==> config.mk <==
export PLATFORM = sky130hd
export DESIGN_NAME = rsc_encoder_top
export DESIGN_NICKNAME = d
export VERILOG_FILES = /design/src/rtl/rsc_pkg.sv /design/src/rtl/rsc_trellis.sv /design/src/rtl/rsc_ctrl.sv /design/src/rtl/rsc_encoder_top.sv
export SDC_FILE = /design/constraint.sdc
export NUM_CORES = 1
export LEC_CHECK = 0
export BUFFER_PORTS_ARGS = -buffer_cell sky130_fd_sc_hd__buf_2
export CAP_MARGIN = 20
export CORE_AREA = 2 2 39 41
export CTS_CLUSTER_SIZE = 10
export DETAILED_ROUTE_END_ITERATION = 7
export DIE_AREA = 0 0 41 43
export GPL_TIMING_DRIVEN = 1
export PLACE_DENSITY = 0.43
export SKIP_LAST_GASP = 1
export SYNTH_ARGS = -nofsm -noshare
export SYNTH_HDL_FRONTEND = slang
export SYNTH_SLANG_ARGS = --single-unit
==> constraint.sdc <==
create_clock -name clk -period 2.25 [get_ports clk]
set_clock_uncertainty 0.1 [all_clocks]
set_input_delay 0.675 -clock clk [delete_from_list [all_inputs] [get_ports clk]]
set_output_delay 0.675 -clock clk [all_outputs]
set_load 0.01 [all_outputs]
==> src/rtl/rsc_pkg.sv <==
package rsc_pkg;

    typedef enum logic [0:0] {
        ENC_RUN  = 1'b0,
        ENC_TAIL = 1'b1
    } enc_state_e;

endpackage

==> src/rtl/rsc_trellis.sv <==
// Shift register and combinational coding logic of the recursive encoder.
// Polynomial bit k is the coefficient of D^k; state bit k-1 holds D^k.
module rsc_trellis #(
    parameter int              MEM     = 2,
    parameter logic [MEM:0]    FB_POLY = 3'b101,
    parameter logic [MEM:0]    FF_POLY = 3'b111
) (
    input  logic           clk,
    input  logic           rst_n,
    input  logic           clear,
    input  logic           advance,
    input  logic           tail_mode,
    input  logic           data_bit,
    output logic           sys_bit,
    output logic           par_bit,
    output logic [MEM-1:0] state_q
);

    logic [MEM-1:0] fb_taps;
    logic [MEM-1:0] ff_taps;
    logic           fb_sum;
    logic           ff_sum;
    logic           reg_in;
    logic [MEM:0]   shifted;

    assign fb_taps = FB_POLY[MEM:1];
    assign ff_taps = FF_POLY[MEM:1];

    always_comb begin
        fb_sum = ^(state_q & fb_taps);
        ff_sum = ^(state_q & ff_taps);
        // during the tail the input cancels the feedback so the register fills with zeros
        sys_bit = tail_mode ? fb_sum : data_bit;
        reg_in  = sys_bit ^ fb_sum;
        par_bit = (FF_POLY[0] & reg_in) ^ ff_sum;
        shifted = {state_q, reg_in};
    end

    always_ff @(posedge clk or negedge rst_n) begin
        if (!rst_n) begin
            state_q <= '0;
        end else if (clear) begin
            state_q <= '0;
        end else if (advance) begin
            state_q <= shifted[MEM-1:0];
        end
    end

    // a clear empties the register
    p_clear_zero_r4: assert property (@(posedge clk) disable iff (!rst_n)
        clear |=> (state_q == '0));

    // without an advance the register holds
    p_hold_r5: assert property (@(posedge clk) disable iff (!rst_n)
        (!advance && !clear) |=> $stable(state_q));

endmodule

==> src/rtl/rsc_ctrl.sv <==
// Handshake and termination controller.
module rsc_ctrl
    import rsc_pkg::*;
#(
    parameter int MEM = 2
) (
    input  logic clk,
    input  logic rst_n,
    input  logic frame_start,
    input  logic term_req,
    input  logic in_valid,
    input  logic out_ready,
    output logic in_ready,
    output logic out_valid,
    output logic out_last,
    output logic tail_mode,
    output logic advance,
    output logic clear
);

    localparam int CW = (MEM > 1) ? $clog2(MEM) : 1;
    localparam logic [CW-1:0] LAST_CNT = CW'(MEM - 1);

    enc_state_e       state_q, state_d;
    logic [CW-1:0]    cnt_q, cnt_d;

    // next-state logic and state register
    always_comb begin
        state_d = state_q;
        cnt_d   = cnt_q;
        unique case (state_q)
            ENC_RUN: begin
                if (frame_start) begin
                    state_d = ENC_RUN;
                end else if (term_req) begin
                    state_d = ENC_TAIL;
                    cnt_d   = '0;
                end
            end
            ENC_TAIL: begin
                if (frame_start) begin
                    state_d = ENC_RUN;
                    cnt_d   = '0;
                end else if (out_ready) begin
                    if (cnt_q == LAST_CNT) begin
                        state_d = ENC_RUN;
                        cnt_d   = '0;
                    end else begin
                        cnt_d = cnt_q + 1'b1;
                    end
                end
            end
            default: state_d = ENC_RUN;
        endcase
    end

    always_ff @(posedge clk or negedge rst_n) begin
        if (!rst_n) begin
            state_q <= ENC_RUN;
            cnt_q   <= '0;
        end else begin
            state_q <= state_d;
            cnt_q   <= cnt_d;
        end
    end

    // output logic
    always_comb begin
        in_ready  = 1'b0;
        out_valid = 1'b0;
        out_last  = 1'b0;
        tail_mode = 1'b0;
        advance   = 1'b0;
        clear     = frame_start;
        unique case (state_q)
            ENC_RUN: begin
                in_ready  = out_ready && !frame_start && !term_req;
                out_valid = in_valid && !frame_start && !term_req;
                advance   = in_valid && in_ready;
            end
            ENC_TAIL: begin
                tail_mode = 1'b1;
                out_valid = !frame_start;
                out_last  = !frame_start && (cnt_q == LAST_CNT);
                advance   = out_ready && !frame_start;
            end
            default: begin
                in_ready = 1'b0;
            end
        endcase
    end

    // input is never accepted while the consumer stalls
    p_ready_needs_out_r5: assert property (@(posedge clk) disable iff (!rst_n)
        in_ready |-> out_ready);

    // frame start blocks both sides in its cycle
    p_fs_blocks_r4: assert property (@(posedge clk) disable iff (!rst_n)
        frame_start |-> (!in_ready && !out_valid));

    // a stalled tail pair stays presented
    p_tail_stall_r10: assert property (@(posedge clk) disable iff (!rst_n)
        (out_valid && !out_ready && tail_mode && !frame_start) |=>
            (out_valid || $past(frame_start) || frame_start));

endmodule

==> src/rtl/rsc_encoder_top.sv <==
module rsc_encoder_top #(
    parameter int           MEM     = 2,
    parameter logic [MEM:0] FB_POLY = 3'b101,
    parameter logic [MEM:0] FF_POLY = 3'b111
) (
    input  logic       clk,
    input  logic       rst_n,
    input  logic       frame_start,
    input  logic       term_req,
    input  logic       in_valid,
    input  logic       in_bit,
    output logic       in_ready,
    output logic       out_valid,
    input  logic       out_ready,
    output logic [1:0] out_pair,
    output logic       out_last
);

    logic           tail_mode;
    logic           advance;
    logic           clear;
    logic           sys_bit;
    logic           par_bit;
    logic [MEM-1:0] trellis_state;

    rsc_ctrl #(
        .MEM (MEM)
    ) u_ctrl (
        .clk         (clk),
        .rst_n       (rst_n),
        .frame_start (frame_start),
        .term_req    (term_req),
        .in_valid    (in_valid),
        .out_ready   (out_ready),
        .in_ready    (in_ready),
        .out_valid   (out_valid),
        .out_last    (out_last),
        .tail_mode   (tail_mode),
        .advance     (advance),
        .clear       (clear)
    );

    rsc_trellis #(
        .MEM     (MEM),
        .FB_POLY (FB_POLY),
        .FF_POLY (FF_POLY)
    ) u_trellis (
        .clk       (clk),
        .rst_n     (rst_n),
        .clear     (clear),
        .advance   (advance),
        .tail_mode (tail_mode),
        .data_bit  (in_bit),
        .sys_bit   (sys_bit),
        .par_bit   (par_bit),
        .state_q   (trellis_state)
    );

    assign out_pair = {par_bit, sys_bit};

    // outside the tail the systematic bit is the input bit
    p_systematic_r1: assert property (@(posedge clk) disable iff (!rst_n)
        (out_valid && !tail_mode) |-> (out_pair[0] == in_bit));

    // accepting the final tail pair leaves the register empty
    p_flushed_r8: assert property (@(posedge clk) disable iff (!rst_n)
        (out_valid && out_ready && out_last) |=> (trellis_state == '0));

    // last is only flagged on a valid pair
    p_last_valid_r7: assert property (@(posedge clk) disable iff (!rst_n)
        out_last |-> out_valid);

endmodule

Yosys cells after proc, flatten, opt, wreduce, memory -nomap -nowiden
Index checks and enable logic that the tools add are counted.
{"block": "totals", "reg_bits": 4, "inputBits": 7, "elab_cells": 42}
{"block": "op_classes", "n_eq_ne": 3, "addsub": 1, "n_mux": 20, "bitwise_logic": 3, "reduce_logical": 12}
{"cell": "two-way mux 1 bit", "count": 14}
{"cell": "one-hot mux 1 bit (2 select lines)", "count": 4}
{"cell": "logical AND 1 bit", "count": 6}
{"cell": "two-way mux 2 bit", "count": 2}
{"cell": "inequality test 2 bit (second input constant)", "count": 2}
{"cell": "XOR reduction 2 bit", "count": 2}
{"cell": "inequality test 3 bit (second input constant)", "count": 1}
{"cell": "AND reduction 3 bit", "count": 1}
{"cell": "logical NOT 1 bit", "count": 2}
{"cell": "nonzero test 2 bit", "count": 1}
{"cell": "XOR 1 bit", "count": 2}
{"cell": "adder 1 bit (second input constant)", "count": 1}
{"cell": "inverter 1 bit", "count": 1}

Logic depth before layout (Yosys ltp)
{"block": "depth", "ltp_word": 7, "ltp_mapped": 4}

Cells and area by module
From an unflattened synthesis, not the netlist that was laid out.
{"block": "hier_totals", "hier_cells": 30, "area_unflattened_um2": 286.5}
{"mod": "rsc_ctrl", "n_inst": 1, "seq_area_each_um2": 50.0, "cells_per_inst": 17, "area_each_um2": 147.6}
{"mod": "rsc_trellis", "n_inst": 1, "seq_area_each_um2": 50.0, "cells_per_inst": 11, "area_each_um2": 123.9}
{"mod": "rsc_encoder_top", "n_inst": 1, "seq_area_each_um2": 0.0, "cells_per_inst": 2, "area_each_um2": 15.0}

Worst setup path before layout
OpenSTA, ideal clock, no wires.
{"block": "synth_timing", "path_kind": "input to output", "start": "in in_bit", "end": "out out_pair[1]", "slack_ns": 0.268, "cell_stages": 3, "path_buffers": 1, "required_ns": 1.475, "t_arrival_ns": 1.207, "cell_sequence": "mux2_4 > xor2_1 > buf_4"}
{"block": "synth_via", "elab_chain_cells": 3}
{"element": "start, declared", "line": "rsc_encoder_top.sv:11", "rtl": "input logic in_bit,"}
{"element": "two-way mux 1 bit", "line": "rsc_trellis.sv:33", "rtl": "sys_bit = tail_mode ? fb_sum : data_bit;"}
{"element": "XOR 1 bit", "line": "rsc_trellis.sv:34", "rtl": "reg_in = sys_bit ^ fb_sum;"}
{"element": "XOR 1 bit", "line": "rsc_trellis.sv:35", "rtl": "par_bit = (FF_POLY[0] & reg_in) ^ ff_sum;"}
{"element": "end, declared", "line": "rsc_encoder_top.sv:15", "rtl": "output logic [1:0] out_pair,"}
No other way between the ends.

Worst setup path in the final report
{"block": "layout_timing", "start": "reg u_ctrl.state_q", "end": "out out_pair[1]"}
{"block": "layout_via", "elab_chain_cells": 4}
{"element": "start, declared", "line": "rsc_ctrl.sv:24", "rtl": "enc_state_e state_q, state_d;"}
{"element": "start signal, assigned", "line": "rsc_ctrl.sv:62", "rtl": "state_q <= state_d;"}
{"element": "two-way mux 1 bit", "line": "rsc_ctrl.sv:75", "rtl": "unique case (state_q)"}
{"element": "two-way mux 1 bit", "line": "rsc_trellis.sv:33"}
{"element": "XOR 1 bit", "line": "rsc_trellis.sv:34"}
{"element": "XOR 1 bit", "line": "rsc_trellis.sv:35"}
No other way between the ends.

==> reports/qor.log <==
[status] result of the run finished clean
[logic_synthesis] Synth Cell Area 302 um2
[routing] antenna-violating nets left 0
[worst_setup_path] startpoint type of the worst setup path register
[logic_synthesis] post-synthesis cell type with the largest combined area sky130_fd_sc_hd__dfrtp_1
[routing] total detailed-routing wirelength 522 um
[cts] clock tree from TritonCTS yes
[floorplan] chip width 41 um
[finish] antenna cells 0
[sta] RSZ-0062 raised after global routing no
[finish] register area 100 um2
[floorplan] site row count 14
[grt] peak-usage layer in the global routing report met2
[floorplan] boundary pin count 12
[grt] fraction of met2 tracks used by global routing 11.6%
[finish] area used by multi-input combinational logic 168 um2
[place] # port buffers 11
[logic_synthesis] Avg Cell Area, Syn 10.1 um2
[sta] final hold viol count 0
[worst_setup_path] worst-case register-to-register setup slack 1.01 ns
[flow_run] number of max-cap violations 0
[grt] global routing met3 resource utilization 4.71%
[logic_synthesis] net count after synthesis 37
[logic_synthesis] Cells after Synth 30
[place] placer's final routability congestion estimate 0.696
[sta] headroom to the max-slew limit 80.5%
[place] number of placed cells counting well taps 54
[power] total power after layout 215 uW
[floorplan] initial cell density of the core 21.8%
[worst_setup_path] CP Capture Type output port
[worst_setup_path] data required time of the worst path 1.47 ns
[worst_setup_path] largest fanout on the critical path 8
[floorplan] area of the die 1760 um2
[cts] Clk Latency, worst-skew pair 0.23 ns
[cts] number of H-tree levels 1
[finish] number of non-filler instances in the completed layout 57
[cts] hold-fix buffer count after cts 0
[finish] number of nets at the end of the flow 50
[sta] Worst Tran Pin Value 0.292 ns
[place] placed wire-length estimate 410 um
[grt] number of antenna violations at the first check in global routing 0
[grt] GRT Overall Usage 8.75%
[power] Power Dens Cells 575 nW/um2
[sta] final count of pins violating max slew 0
[grt] pin count of the biggest net entering global routing 9
[finish] post-synthesis to final-layout area growth 23.7%
[logic_synthesis] fraction of post-synthesis cell area in the top cell type by area 33.2%
[logic_synthesis] part of the Yosys area used for sequential elements 33.2%
[cts] TritonCTS Buffers 3
[logic_synthesis] largest cells by area after synthesis sky130_fd_sc_hd__dfrtp_1 33%, sky130_fd_sc_hd__mux2_4 15%, sky130_fd_sc_hd__nor2_1 6.2%
[sta] peak clock frequency supported by timing 473 MHz
[grt] wire length of the first global-routing pass 972 um
[grt] vias in the first global route 238
[floorplan] Die H 43 um
[worst_setup_path] Worst EP arrival 1.34 ns
[cts] buffer type at the clock tree root sky130_fd_sc_hd__clkbuf_4
[sta] final worst-path cycle share 94.0%
[grt] Overflow after GRT 0
[power] leakage dissipation 0.192 nW
[cts] PostCTS Resize Cnt 0
[routing] iteration-0 DRC count of the detailed router 1
[finish] proportion of layout cells with a drive suffix above 1 51.2%
[routing] first drt pass iteration count 2
[routing] detailed-route via count 241
[sta] setup violation total in the final timing report 0
[cts] maximum root-to-sink buffer count 2
[grt] global routing usage on met1 9.39%
[floorplan] Core Area 1380 um2
[cts] clock transition at the register clock pins on the worst setup and hold paths after CTS 0.04 ns
[logic_synthesis] distinct cell type count of the synthesized netlist 17
[power] worst voltage drop across the vdd grid 177 uV
[logic_synthesis] number of warnings printed during yosys synthesis 0
[worst_setup_path] critical path type register to output port
[routing] routed length per placed instance 9.16 um
[routing] DRC Markers 0
[sta] clock period minus final worst setup slack 2.12 ns
[cts] Setup Buffers After CTS 0
[sta] Total Neg Setup Slack 0 ns
[logic_synthesis] flop and latch count out of synthesis 4
[routing] vias per inst 4.23
[cts] total number of clock tree sinks 4
[worst_hold_path] worst hold path class input port to async pin
[finish] fill cell count 150
## power by group
| part | internal (mW) | leakage [nW] | total, mW | switching [mW] |
|---|---|---|---|---|
| sequential | 0.0771 | 0.0535 | 0.0847 | 0.00759 |
| combinational | 0.0238 | 0.125 | 0.0437 | 0.0198 |
| clock | 0.0595 | 0.0138 | 0.0861 | 0.0266 |
| total | 0.160 | 0.192 | 0.215 | 0.0541 |
## through the flow
stage               worst slack [ns]  instance area (um2)  util [%]  hold slack, ns
floorplan                      0.268                  302         -           0.279
finish                         0.134                  373      26.9           0.138
global placement               0.156                  350      25.3           0.383
CTS                            0.111                  373      26.9           0.134
global route                  0.0401                  373      26.9           0.139
detailed placement             0.145                  350      25.3           0.381
## area by class of cell
class                   instances  area share (%)
clock buffers                   3            6.04
inverters                       2            2.01
multi-input cells              21            45.0
flip-flops and latches          4            26.8
well taps                      16            5.37
repair buffers                 11            14.8
## cells by family after synthesis
family          after synthesis  synth area share (%)
compound gates                4                  9.54
xor+xnor                      3                  8.72
buf+inv                       5                  11.2
flops                         4                  33.2
mux                           3                  14.9
simple gates                 11                  22.4
## cell usage after synthesis, drive strengths merged
cell,number
mux2,3
dfrtp,4
inv,2
xnor2,2
o21ai,2
and2,1
nor2b,4
nor2,5
xor2,1
nand2b,1
o22ai,1
a311oi,1
buf,3
## layout by cell type (no fill, tap or decap), types with 2 or more instances in the layout
cell type,n
sky130_fd_sc_hd__dfrtp_1,4
sky130_fd_sc_hd__nor2_1,5
sky130_fd_sc_hd__inv_1,2
sky130_fd_sc_hd__xnor2_1,2
sky130_fd_sc_hd__clkbuf_4,3
sky130_fd_sc_hd__mux2_4,3
sky130_fd_sc_hd__nor2b_1,2
sky130_fd_sc_hd__buf_2,11
## critical path: stages, from the launching register on
cell and delay (ns):
sky130_fd_sc_hd__dfrtp_1 0.50, sky130_fd_sc_hd__mux2_4 0.34, sky130_fd_sc_hd__xor2_1 0.14, sky130_fd_sc_hd__buf_2 0.13
## routing by layer
metal	vias to the layer above	wire, um
li1	122	-
met1	107	227
met2	10	250
met3	2	34
met4	0	9
met5	-	0
## registers in the layout, indices dropped and copies added, names as in the netlist
name and count:
u_ctrl.state_q 1, u_ctrl.cnt_q 1, u_trellis.state_q 2
## path summary, 6_finish.rpt
check / startpoint / endpoint / depth (start not counted)
worst max-delay path: u_ctrl.state_q / out_pair[1] / 3
worst min-delay path: rst_n / u_ctrl.state_q / 1
worst max register to register: u_ctrl.state_q / u_trellis.state_q[1] / 2
worst min register to register: u_ctrl.cnt_q / u_ctrl.state_q / 1
max in group asynchronous: rst_n / u_trellis.state_q[0] / 1
min in group clk: u_ctrl.cnt_q / u_ctrl.state_q / 1
Power figures use the tool's default switching activity.
